==> config.mk <==
export PLATFORM = sky130hd
export DESIGN_NAME = mesi_ctrl
export DESIGN_NICKNAME = d
export VERILOG_FILES = /design/src/rtl/mesi_pkg.sv /design/src/rtl/mesi_line_store.sv /design/src/rtl/mesi_snoop_unit.sv /design/src/rtl/mesi_req_fsm.sv /design/src/rtl/mesi_ctrl.sv
export SDC_FILE = /design/constraint.sdc
export NUM_CORES = 1
export LEC_CHECK = 0
export BUFFER_PORTS_ARGS = -buffer_cell sky130_fd_sc_hd__buf_2
export CAP_MARGIN = 40
export CORE_UTILIZATION = 55
export CTS_BUF_LIST = sky130_fd_sc_hd__clkbuf_8
export DETAILED_ROUTE_END_ITERATION = 10
export GPL_TIMING_DRIVEN = 0
export PLACE_DENSITY = 0.75
export REMOVE_ABC_BUFFERS = 1
export SLEW_MARGIN = 20
export SYNTH_ARGS = -nofsm -noshare
export SYNTH_HDL_FRONTEND = slang
export SYNTH_HIERARCHICAL = 1
export SYNTH_SLANG_ARGS = --single-unit
==> constraint.sdc <==
create_clock -name clk -period 8.5 [get_ports clk]
set_input_delay 1.275 -clock clk [delete_from_list [all_inputs] [get_ports clk]]
set_output_delay 1.275 -clock clk [all_outputs]
set_load 0.005 [all_outputs]
==> src/rtl/mesi_pkg.sv <==
package mesi_pkg;
  typedef enum logic [1:0] {
    ST_I = 2'd0,
    ST_S = 2'd1,
    ST_E = 2'd2,
    ST_M = 2'd3
  } mesi_t;

  typedef enum logic [1:0] {
    CMD_NONE  = 2'd0,
    CMD_RD    = 2'd1,
    CMD_RDX   = 2'd2,
    CMD_FLUSH = 2'd3
  } bus_cmd_t;
endpackage

==> src/rtl/mesi_line_store.sv <==
module mesi_line_store #(
  parameter int IDX_W  = 3,
  parameter int TAG_W  = 9,
  parameter int DATA_W = 32
) (
  input  logic              clk,
  input  logic              rst,
  input  logic [IDX_W-1:0]  a_idx,
  output logic [1:0]        a_state,
  output logic [TAG_W-1:0]  a_tag,
  output logic [DATA_W-1:0] a_data,
  input  logic [IDX_W-1:0]  b_idx,
  output logic [1:0]        b_state,
  output logic [TAG_W-1:0]  b_tag,
  output logic [DATA_W-1:0] b_data,
  input  logic              st_we,
  input  logic [IDX_W-1:0]  st_idx,
  input  logic [1:0]        st_val,
  input  logic              td_we,
  input  logic [IDX_W-1:0]  td_idx,
  input  logic [TAG_W-1:0]  td_tag,
  input  logic [DATA_W-1:0] td_data
);
  localparam int LINES = 1 << IDX_W;

  logic [1:0]        state_q [LINES];
  logic [TAG_W-1:0]  tag_q   [LINES];
  logic [DATA_W-1:0] data_q  [LINES];

  // state bits need a reset; tag and data do not, so they stay RAM-shaped
  always_ff @(posedge clk) begin
    if (rst) begin
      for (int i = 0; i < LINES; i++) state_q[i] <= 2'd0;
    end else if (st_we) begin
      state_q[st_idx] <= st_val;
    end
  end

  always_ff @(posedge clk) begin
    if (td_we) begin
      tag_q[td_idx]  <= td_tag;
      data_q[td_idx] <= td_data;
    end
  end

  assign a_state = state_q[a_idx];
  assign a_tag   = tag_q[a_idx];
  assign a_data  = data_q[a_idx];
  assign b_state = state_q[b_idx];
  assign b_tag   = tag_q[b_idx];
  assign b_data  = data_q[b_idx];
endmodule

==> src/rtl/mesi_snoop_unit.sv <==
module mesi_snoop_unit
  import mesi_pkg::*;
#(
  parameter int TAG_W = 9
) (
  input  logic             snp_valid,
  input  logic [1:0]       snp_cmd,
  input  logic [TAG_W-1:0] snp_tag,
  input  logic [1:0]       line_state,
  input  logic [TAG_W-1:0] line_tag,
  output logic             sn_st_we,
  output logic [1:0]       sn_st_val,
  output logic             sn_flush,
  output logic             sn_shared
);
  logic sn_hit;

  always_comb begin
    sn_hit    = snp_valid && (line_state != ST_I) && (line_tag == snp_tag);
    sn_st_we  = 1'b0;
    sn_st_val = line_state;
    sn_flush  = 1'b0;
    sn_shared = 1'b0;
    if (sn_hit) begin
      if (snp_cmd == CMD_RD) begin
        sn_shared = 1'b1;
        if (line_state == ST_M || line_state == ST_E) begin
          sn_st_we  = 1'b1;
          sn_st_val = ST_S;
          sn_flush  = (line_state == ST_M);
        end
      end else if (snp_cmd == CMD_RDX) begin
        sn_st_we  = 1'b1;
        sn_st_val = ST_I;
        sn_flush  = (line_state == ST_M);
      end
    end
  end
endmodule

==> src/rtl/mesi_req_fsm.sv <==
module mesi_req_fsm
  import mesi_pkg::*;
#(
  parameter int ADDR_W = 12,
  parameter int DATA_W = 32,
  parameter int IDX_W  = 3
) (
  input  logic                    clk,
  input  logic                    rst,
  input  logic                    cpu_req,
  input  logic                    cpu_we,
  input  logic [ADDR_W-1:0]       cpu_addr,
  input  logic [DATA_W-1:0]       cpu_wdata,
  output logic                    cpu_done,
  output logic [DATA_W-1:0]       cpu_rdata,
  input  logic                    snp_valid,
  input  logic                    snp_same_idx,
  input  logic [1:0]              line_state,
  input  logic [ADDR_W-IDX_W-1:0] line_tag,
  input  logic [DATA_W-1:0]       line_data,
  output logic                    bus_req,
  output logic [1:0]              bus_cmd,
  output logic [ADDR_W-1:0]       bus_addr,
  output logic [DATA_W-1:0]       bus_wdata,
  input  logic                    bus_gnt,
  input  logic [DATA_W-1:0]       bus_rdata,
  input  logic                    bus_shared,
  output logic                    st_we,
  output logic [1:0]              st_val,
  output logic                    td_we,
  output logic [ADDR_W-IDX_W-1:0] td_tag,
  output logic [DATA_W-1:0]       td_data
);
  localparam int TAG_W = ADDR_W - IDX_W;

  typedef enum logic [1:0] {F_IDLE, F_FILL, F_EVICT} fsm_t;
  fsm_t fsm_q;

  logic [TAG_W-1:0] req_tag;
  logic hit, idle_go, owned;

  assign req_tag = cpu_addr[ADDR_W-1:IDX_W];

  always_comb begin
    hit     = (line_state != ST_I) && (line_tag == req_tag);
    owned   = (line_state == ST_M) || (line_state == ST_E);
    // a snoop in this cycle wins; the request is replayed next cycle
    idle_go = (fsm_q == F_IDLE) && cpu_req && !cpu_done && !snp_valid;
    st_we   = 1'b0;
    st_val  = ST_I;
    td_we   = 1'b0;
    td_tag  = req_tag;
    td_data = cpu_wdata;
    if (idle_go && cpu_we && hit && owned) begin
      st_we  = 1'b1;
      st_val = ST_M;
      td_we  = 1'b1;
    end
    if (fsm_q == F_FILL && bus_gnt) begin
      st_we = 1'b1;
      td_we = 1'b1;
      if (bus_cmd == CMD_RD) begin
        st_val  = bus_shared ? ST_S : ST_E;
        td_data = bus_rdata;
      end else begin
        st_val = ST_M;
      end
    end
    if (fsm_q == F_EVICT && bus_gnt) begin
      st_we  = 1'b1;
      st_val = ST_I;
    end
  end

  always_ff @(posedge clk) begin
    if (rst) begin
      fsm_q     <= F_IDLE;
      cpu_done  <= 1'b0;
      cpu_rdata <= '0;
      bus_req   <= 1'b0;
      bus_cmd   <= CMD_NONE;
      bus_addr  <= '0;
      bus_wdata <= '0;
    end else begin
      cpu_done <= 1'b0;
      case (fsm_q)
        F_IDLE: begin
          if (idle_go) begin
            if (hit && (!cpu_we || owned)) begin
              cpu_done  <= 1'b1;
              cpu_rdata <= cpu_we ? cpu_wdata : line_data;
            end else if (line_state == ST_M && !hit) begin
              bus_req   <= 1'b1;
              bus_cmd   <= CMD_FLUSH;
              bus_addr  <= {line_tag, cpu_addr[IDX_W-1:0]};
              bus_wdata <= line_data;
              fsm_q     <= F_EVICT;
            end else begin
              bus_req   <= 1'b1;
              bus_cmd   <= cpu_we ? CMD_RDX : CMD_RD;
              bus_addr  <= cpu_addr;
              bus_wdata <= '0;
              fsm_q     <= F_FILL;
            end
          end
        end
        F_FILL: begin
          if (bus_gnt) begin
            bus_req   <= 1'b0;
            cpu_done  <= 1'b1;
            cpu_rdata <= (bus_cmd == CMD_RD) ? bus_rdata : cpu_wdata;
            fsm_q     <= F_IDLE;
          end
        end
        F_EVICT: begin
          if (bus_gnt) begin
            bus_req <= 1'b0;
            fsm_q   <= F_IDLE;
          end else if (snp_valid && snp_same_idx) begin
            // victim may have been flushed or downgraded: drop and replay
            bus_req <= 1'b0;
            fsm_q   <= F_IDLE;
          end
        end
        default: fsm_q <= F_IDLE;
      endcase
    end
  end
endmodule

==> src/rtl/mesi_ctrl.sv <==
module mesi_ctrl
  import mesi_pkg::*;
#(
  parameter int ADDR_W = 12,
  parameter int DATA_W = 32,
  parameter int IDX_W  = 3
) (
  input  logic              clk,
  input  logic              rst,
  input  logic              cpu_req,
  input  logic              cpu_we,
  input  logic [ADDR_W-1:0] cpu_addr,
  input  logic [DATA_W-1:0] cpu_wdata,
  output logic              cpu_done,
  output logic [DATA_W-1:0] cpu_rdata,
  output logic              bus_req,
  output logic [1:0]        bus_cmd,
  output logic [ADDR_W-1:0] bus_addr,
  output logic [DATA_W-1:0] bus_wdata,
  input  logic              bus_gnt,
  input  logic [DATA_W-1:0] bus_rdata,
  input  logic              bus_shared,
  input  logic              snp_valid,
  input  logic [1:0]        snp_cmd,
  input  logic [ADDR_W-1:0] snp_addr,
  output logic              snp_shared,
  output logic              wb_valid,
  output logic [ADDR_W-1:0] wb_addr,
  output logic [DATA_W-1:0] wb_data
);
  localparam int TAG_W = ADDR_W - IDX_W;

  logic [IDX_W-1:0]  cpu_idx, snp_idx;
  logic [TAG_W-1:0]  snp_tag;
  logic [1:0]        a_state, b_state;
  logic [TAG_W-1:0]  a_tag, b_tag;
  logic [DATA_W-1:0] a_data, b_data;

  logic              lc_st_we, lc_td_we;
  logic [1:0]        lc_st_val;
  logic [TAG_W-1:0]  lc_td_tag;
  logic [DATA_W-1:0] lc_td_data;

  logic              sn_st_we, sn_flush, sn_shared;
  logic [1:0]        sn_st_val;

  logic              st_we;
  logic [IDX_W-1:0]  st_idx;
  logic [1:0]        st_val;

  assign cpu_idx = cpu_addr[IDX_W-1:0];
  assign snp_idx = snp_addr[IDX_W-1:0];
  assign snp_tag = snp_addr[ADDR_W-1:IDX_W];

  // snoop updates take precedence on the single state write port
  always_comb begin
    if (sn_st_we) begin
      st_we  = 1'b1;
      st_idx = snp_idx;
      st_val = sn_st_val;
    end else begin
      st_we  = lc_st_we;
      st_idx = cpu_idx;
      st_val = lc_st_val;
    end
  end

  mesi_line_store #(.IDX_W(IDX_W), .TAG_W(TAG_W), .DATA_W(DATA_W)) u_store (
    .clk     (clk),
    .rst     (rst),
    .a_idx   (cpu_idx),
    .a_state (a_state),
    .a_tag   (a_tag),
    .a_data  (a_data),
    .b_idx   (snp_idx),
    .b_state (b_state),
    .b_tag   (b_tag),
    .b_data  (b_data),
    .st_we   (st_we),
    .st_idx  (st_idx),
    .st_val  (st_val),
    .td_we   (lc_td_we),
    .td_idx  (cpu_idx),
    .td_tag  (lc_td_tag),
    .td_data (lc_td_data)
  );

  mesi_snoop_unit #(.TAG_W(TAG_W)) u_snoop (
    .snp_valid  (snp_valid),
    .snp_cmd    (snp_cmd),
    .snp_tag    (snp_tag),
    .line_state (b_state),
    .line_tag   (b_tag),
    .sn_st_we   (sn_st_we),
    .sn_st_val  (sn_st_val),
    .sn_flush   (sn_flush),
    .sn_shared  (sn_shared)
  );

  mesi_req_fsm #(.ADDR_W(ADDR_W), .DATA_W(DATA_W), .IDX_W(IDX_W)) u_fsm (
    .clk          (clk),
    .rst          (rst),
    .cpu_req      (cpu_req),
    .cpu_we       (cpu_we),
    .cpu_addr     (cpu_addr),
    .cpu_wdata    (cpu_wdata),
    .cpu_done     (cpu_done),
    .cpu_rdata    (cpu_rdata),
    .snp_valid    (snp_valid),
    .snp_same_idx (snp_idx == cpu_idx),
    .line_state   (a_state),
    .line_tag     (a_tag),
    .line_data    (a_data),
    .bus_req      (bus_req),
    .bus_cmd      (bus_cmd),
    .bus_addr     (bus_addr),
    .bus_wdata    (bus_wdata),
    .bus_gnt      (bus_gnt),
    .bus_rdata    (bus_rdata),
    .bus_shared   (bus_shared),
    .st_we        (lc_st_we),
    .st_val       (lc_st_val),
    .td_we        (lc_td_we),
    .td_tag       (lc_td_tag),
    .td_data      (lc_td_data)
  );

  always_ff @(posedge clk) begin
    if (rst) begin
      snp_shared <= 1'b0;
      wb_valid   <= 1'b0;
      wb_addr    <= '0;
      wb_data    <= '0;
    end else begin
      snp_shared <= sn_shared;
      wb_valid   <= sn_flush;
      if (sn_flush) begin
        wb_addr <= snp_addr;
        wb_data <= b_data;
      end
    end
  end
endmodule

Word level (Yosys, flattened, before mapping)
Memories as Yosys holds them, arrays and structs flattened. A register that Yosys moved wholly into a read port is not among the register bits.
Index checks and enable logic that the tools add are counted.

operators by class
  add/sub/neg operators = 0
  multiply operators = 0
  divide/modulo/power cells = 0
  $lt $le $gt $ge = 0
  equality and inequality tests = 17
  shifts and indexed selects = 0
  multiplexer cells = 62
  bitwise operators = 2
  reduce and logical (&&, ||, !) cells = 32

operators by type and width
  cell                                                             count
  32-bit 2-to-1 mux                                                7
  32-bit case mux with 2 select lines                              1
  2-bit 2-to-1 mux                                                 19
  1-bit 2-to-1 mux                                                 29
  9-bit == test                                                    2
  1-bit logical AND                                                14
  2-bit == test, second input constant                             6
  12-bit 2-to-1 mux                                                1
  4-bit AND reduction                                              2
  2-bit by 1-bit == test with 1-bit output, second input constant  3
  3-bit 2-to-1 mux                                                 2
  2-bit != test, second input constant                             3
  2-bit case mux with 3 select lines                               1
  2-bit nonzero test                                               3
  5-bit AND reduction                                              1
  1-bit logical NOT                                                4
  2-bit OR reduction                                               2
  3-bit == test                                                    1
  1-bit logical OR                                                 3
  3-bit != test, second input constant                             1
  1-bit case mux with 3 select lines                               1
  3-bit AND reduction                                              1
  3-bit nonzero test                                               1
  2-bit logical NOT                                                1
  3 further kinds                                                  4

storage, ports and cells
  register bits after elaboration = 96
  bits in latches = 0
  bits in writable memories = 344
  memory bits (read-only) = 0
  input port bits = 97
  output and inout port bits = 126
  logic and storage cells = 126
  memories = 3

memories
  name             words  bits a word  rd ports  clocked after Yosys merged registers in  wr ports  RTL line               source
  u_store.data_q   8      32           2         1                                        1         mesi_line_store.sv:28  logic [DATA_W-1:0] data_q [LINES];
  u_store.tag_q    8      9            2         0                                        1         mesi_line_store.sv:27  logic [TAG_W-1:0] tag_q [LINES];
  u_store.state_q  8      2            2         0                                        8         mesi_line_store.sv:26  logic [1:0] state_q [LINES];

Longest topological paths before layout
  word-level depth = 16
  gate-level depth with buffers = 13
  gate-level depth less buffers = 10

Hierarchy
Netlist, hierarchy kept.

modules (own cells, without submodules)
  module           times used  cells each  area each (um2)  sequential area each (um2)
  mesi_line_store  1           701         16154.2          10329.9
  mesi_req_fsm     1           582         4769.6           1641.6
  mesi_ctrl        1           156         1746.7           920.9
  mesi_snoop_unit  1           28          210.2            0.0

Worst setup path after synthesis
Ideal clock, no wire load.

  kind = input-to-reg
  start = in cpu_addr[0]
  end = mem u_store.data_q[0][0] (enable)
  library setup time = 0.491 ns
  arrival = 6.285 ns
  data required time = 8.009 ns
  slack = 1.724 ns
  stages = 11
  path buffers = 2
  path through = buf_6 -> buf_2 -> mux4_2 -> mux2_4 -> xnor2_2 -> nand4_4 -> nor3_1 -> a41oi_1 -> inv_1 -> nand2b_1 -> nor3_1

on the way
  longest elaborated chain between the ends = 9
  elaborated cells between the ends (all ways) = 14
  classes of those cells = eq/ne (3); mux (4); reduce/logical (5); memory (2)

ends and longest elaborated chain
  item                                    RTL line               source
  start: declaration                      mesi_ctrl.sv:12        input logic [ADDR_W-1:0] cpu_addr,
  memory 8 x 9 bit                        --
  net a_tag[2]                            mesi_ctrl.sv:36        logic [TAG_W-1:0] a_tag, b_tag;
  9-bit == test                           mesi_req_fsm.sv:45     hit = (line_state != ST_I) && (line_tag == req_tag);
  1-bit logical AND                       mesi_req_fsm.sv:45
  1-bit logical AND (2 in a row)          mesi_req_fsm.sv:54     if (idle_go && cpu_we && hit && owned) begin
  1-bit 2-to-1 mux                        mesi_req_fsm.sv:54
  1-bit 2-to-1 mux                        mesi_req_fsm.sv:59     if (fsm_q == F_FILL && bus_gnt) begin
  net lc_td_we                            mesi_ctrl.sv:39        logic lc_st_we, lc_td_we;
  1-bit 2-to-1 mux                        mesi_line_store.sv:40  if (td_we) begin
  1-bit 2-to-1 mux (not written as such)  mesi_line_store.sv:42  data_q[td_idx] <= td_data;
  end: declaration                        mesi_line_store.sv:28

The timed path passes the listed nets, and every way through them passes these cells.

Worst setup path after layout
  start = in cpu_addr[0]
  end = mem u_store.data_q[0][9] (enable)

The elaborated chain is that of the path after synthesis.

==> results.txt <==
----------------------------------------------------
[Detailed routing]
  Number of violations reported at the end of detailed-routing iteration 0 ... 1410
  Number of routed nets with antenna violations ... 0
  Remaining routing DRC violations ... 0
  Vias post-DR ... 14700
  Wire length reported by the detailed router ... 58.2 mm
  Number of optimization iterations in the first detailed-route pass ... 7
  Average wire per standard cell ... 25.4 µm
  Vias per Instance ... 6.41

[Critical path]
  CP Launch Type ... input pin
  Required time worst endpoint ... 8820 ps
  Cell-by-cell trace of the critical path ... buf_8, buf_16, mux4_2, mux2_4, xnor2_1, nand4_2, nor3_1, a41oi_1, inv_1, nand2b_1, nor3_2, buf_6, buf_4, buf_4, buf_4
  Gate family responsible for the most delay along the worst path ... buffers and inverters
  CP Capture Type ... register
  Arrival @ worst endpoint ... 6020 ps
  Peak fanout along the critical path ... 48
  Largest stage delay, worst path ... 550 ps
  Buf+Inv Stages, Crit Path ... 7
  Dominant cell type by count on the critical path ... sky130_fd_sc_hd__buf_4
  Slowest cell on the critical path ... sky130_fd_sc_hd__mux4_2
  Setup Crit Path Kind ... in -> reg

[Clock tree]
  Clock latency on the worst-skew pair ... 640 ps
  Register clock-pin slew on the reported worst setup and hold paths ... 60 ps
  H-tree Lvls ... 3
  Number of buffers on the longest clock path ... 3
  Buffer cell driving the clock tree root ... sky130_fd_sc_hd__clkbuf_8
  Number of post-CTS setup repair buffers ... 0
  CTS buffer count ... 79
  Clock net sink count ... 472
  Number of instances resized during post-cts repair ... 0
  Hold buffer count at CTS ... 0
  CTS tree ... yes

[Placement]
  Routability Congestion ... 0.764
  Worst setup slack before clock tree synthesis ... 2260 ps
  DPL Wire Length ... 39.1 mm
  Port bufs ... 222

[Final layout]
  Number of nets in the layout ... 1795
  Fraction of layout instances using a drive strength above 1 ... 0.398
  Multi-input logic area ... 9240 µm²
  Area occupied by registers ... 12900 µm²
  Synth-to-layout area growth ... 16.0%
  Fill cell total of the finished layout ... 2887

[Logic synthesis]
  Number of unique standard cell types used by synthesis ... 60
  Sequential element share of the synthesized area ... 0.563
  Mapped cell area ... 22900 µm²
  Number of synthesized flops with an enable pin ... 344
  Most frequently used flop master after synthesis ... sky130_fd_sc_hd__edfxtp_1
  Largest area contributor in the netlist ... sky130_fd_sc_hd__edfxtp_1
  Async S/R FF share, synth ... 0
  Number of warnings printed during yosys synthesis ... 6
  Cells after Synth ... 1467
  Most area-consuming cells after synthesis ... sky130_fd_sc_hd__edfxtp_1 (45%), sky130_fd_sc_hd__mux4_2 (16%), sky130_fd_sc_hd__dfxtp_1 (11%)
  Synthesized flop and latch total ... 472
  Post-synthesis average cell area ... 15.6 µm²
  Top-area cell type share of the netlist area ... 0.451

[Global route]
  Congestion Overflow GR ... 0
  Initial antenna violation count ... 0
  Vias in the first global route ... 15000
  Global-route wire length before repair ... 88.0 mm
  Largest net degree at the start of global routing ... 70
  Total global-route track usage ... 0.280

[Pwr]
  IR drop worst, VDD ... 0.000128 V
  P_leak ... 0.00966 µW
  Total power divided by cell area ... 195 nW/µm²

[Worst hold path]
  Min-delay worst type ... reg -> reg

[STA]
  Relative max-transition margin ... 0.415
  Final hold violation count ... 0
  Count of pins over their slew limit ... 0
  Tcrit/Tclk final ... 0.671
  Setup violation total in the final timing report ... 0
  Final setup slack of the worst path ... 2790 ps
  Slew @ Worst Pin ... 875 ps
  Worst hold slack ... 470 ps
  Fin Clk Skew ... 29.0 ps
  Setup repair after global routing missed its margin ... false
  Maximum achievable frequency ... 175 MHz
  Fin crit period ... 5710 ps

[Floorplan]
  Die Ht ... 206 µm
  Starting utilization of the core area ... 0.559
  I/O pins ... 223
  Full die area ... 42400 µm²
  Number of standard-cell rows in the floorplan ... 74
  Placeable core region ... 40900 µm²
  Die extent in x ... 206 µm

[Outcome]
  Result of the run ... finished clean

[Run]
  Max_cap viols ... 0

----------------------------------------------------
## per-layer routing
layer	part of all wire	routed length (µm)	up-vias	track usage
met2	0.49	28700	755	0.464
met5	0	0	-	0
met4	0.030	1750	0	0.107
li1	-	-	6303	-
met1	0.40	23300	7506	0.374
met3	0.076	4400	120	0.0448
## synthesized netlist by cell type (all sizes together) (2+ instances only)
| cell type | count |
|---|---|
| o31ai | 3 |
| mux2 | 123 |
| nand2b | 10 |
| inv | 9 |
| a41oi | 2 |
| a311oi | 8 |
| nand4b | 2 |
| nand3 | 46 |
| clkbuf | 55 |
| ha | 4 |
| nand4 | 3 |
| nor4 | 4 |
| xor2 | 12 |
| nand4bb | 2 |
| a21oi | 50 |
| nand2 | 83 |
| a31oi | 32 |
| buf | 73 |
| dfxtp | 128 |
| a211oi | 35 |
| nor2b | 37 |
| a22o | 32 |
| nor2 | 68 |
| mux2i | 46 |
| mux4 | 172 |
| xnor2 | 9 |
| o21a | 2 |
| edfxtp | 344 |
| nor3 | 11 |
| o21ai | 46 |
## worst min-delay path: cells and delay by family (launching register included)
| kind | cells | cell delay (ps) |
|---|---|---|
| DFF | 1 | 300 |
| AOI/OAI and AO/OA | 2 | 120 |
## layout by cell type (no fill, tap or decap), types with 18 or more instances in the layout
master / count
sky130_fd_sc_hd__nand3_1: 45
sky130_fd_sc_hd__mux2i_1: 46
sky130_fd_sc_hd__a22o_1: 32
sky130_fd_sc_hd__mux2_2: 43
sky130_fd_sc_hd__a21oi_1: 49
sky130_fd_sc_hd__mux4_2: 160
sky130_fd_sc_hd__inv_1: 34
sky130_fd_sc_hd__dfxtp_1: 128
sky130_fd_sc_hd__nand2_1: 83
sky130_fd_sc_hd__o21ai_0: 43
sky130_fd_sc_hd__buf_4: 18
sky130_fd_sc_hd__a31oi_1: 32
sky130_fd_sc_hd__mux2_4: 80
sky130_fd_sc_hd__buf_2: 214
sky130_fd_sc_hd__a211oi_1: 35
sky130_fd_sc_hd__nor2b_1: 36
sky130_fd_sc_hd__clkbuf_8: 92
sky130_fd_sc_hd__edfxtp_1: 344
sky130_fd_sc_hd__nor2_1: 61
## path summary, 6_finish.rpt
| kind | end | from | slack [ps] | cells after the start |
|---|---|---|---|---|
| worst min-delay path | u_fsm/cpu_rdata[6] | u_fsm/cpu_rdata[6] | 470 | 2 |
| worst min register to register | u_fsm/cpu_rdata[6] | u_fsm/cpu_rdata[6] | 470 | 2 |
| worst max-delay path | u_store/data_q[0][9] | cpu_addr[0] | 2790 | 15 |
| worst max register to register | u_store/data_q[0][9] | u_store/tag_q[0][1] | 3970 | 13 |
## final cells by class
cell class,count,area share
Sequential cell,472,0.486
Multi-Input combinational cell,858,0.348
Timing Repair Buffer,274,0.0779
Clock buffer,92,0.0477
Tap cell,532,0.0251
Clock inverter,53,0.0143
Inverter,9,0.00127
Antenna cell,1,0.0000943
## through the flow
| step | total power (µW) | TNS, ps | utilization | instances | cell area, µm² |
|---|---|---|---|---|---|
| finish | 5180 | 0 | 0.649 | 2291 | 26600 |
| global route | 5360 | 0 | 0.649 | 2290 | 26500 |
| CTS | 5210 | 0 | 0.649 | 2290 | 26500 |
| detailed placement | 3130 | 0 | 0.608 | 2145 | 24900 |
| global placement | 3090 | -986920 | 0.582 | 2093 | 23800 |
| floorplan | 2860 | 0 | - | 1339 | 22000 |
## power breakdown
part | internal (µW) | total, µW | leakage [µW] | switching, µW
Sequential | 2500 | 2520 | 0.00415 | 16.2
Combinational | 257 | 574 | 0.00457 | 317
Clock | 1170 | 2090 | 0.000935 | 916
## cells by family (layout without fill, tap and decap cells)
kind of cell / count (synthesis) / count (layout) / synth area share
flip-flops: 472 / 472 / 0.563
multiplexers: 341 / 341 / 0.265
AND/OR/NAND/NOR: 272 / 272 / 0.0579
AO/OA/AOI/OAI: 220 / 220 / 0.0641
buffers and inverters: 137 / 428 / 0.0380
XOR/XNOR: 21 / 21 / 0.00935
adder cells (fa/ha/maj): 4 / 4 / 0.00219
other: 0 / 1 / 0
## flip-flops by register name (all words and copies together) (netlist names), 2 cells and up
| register | count |
|---|---|
| u_fsm/bus_addr | 12 |
| u_fsm/bus_cmd | 2 |
| u_fsm/bus_wdata | 32 |
| u_fsm/cpu_rdata | 32 |
| u_fsm/fsm_q | 2 |
| u_store/data_q | 256 |
| u_store/state_q | 16 |
| u_store/tag_q | 72 |
| wb_addr | 12 |
| wb_data | 32 |
No activity file was read; power rests on OpenSTA's default activity.
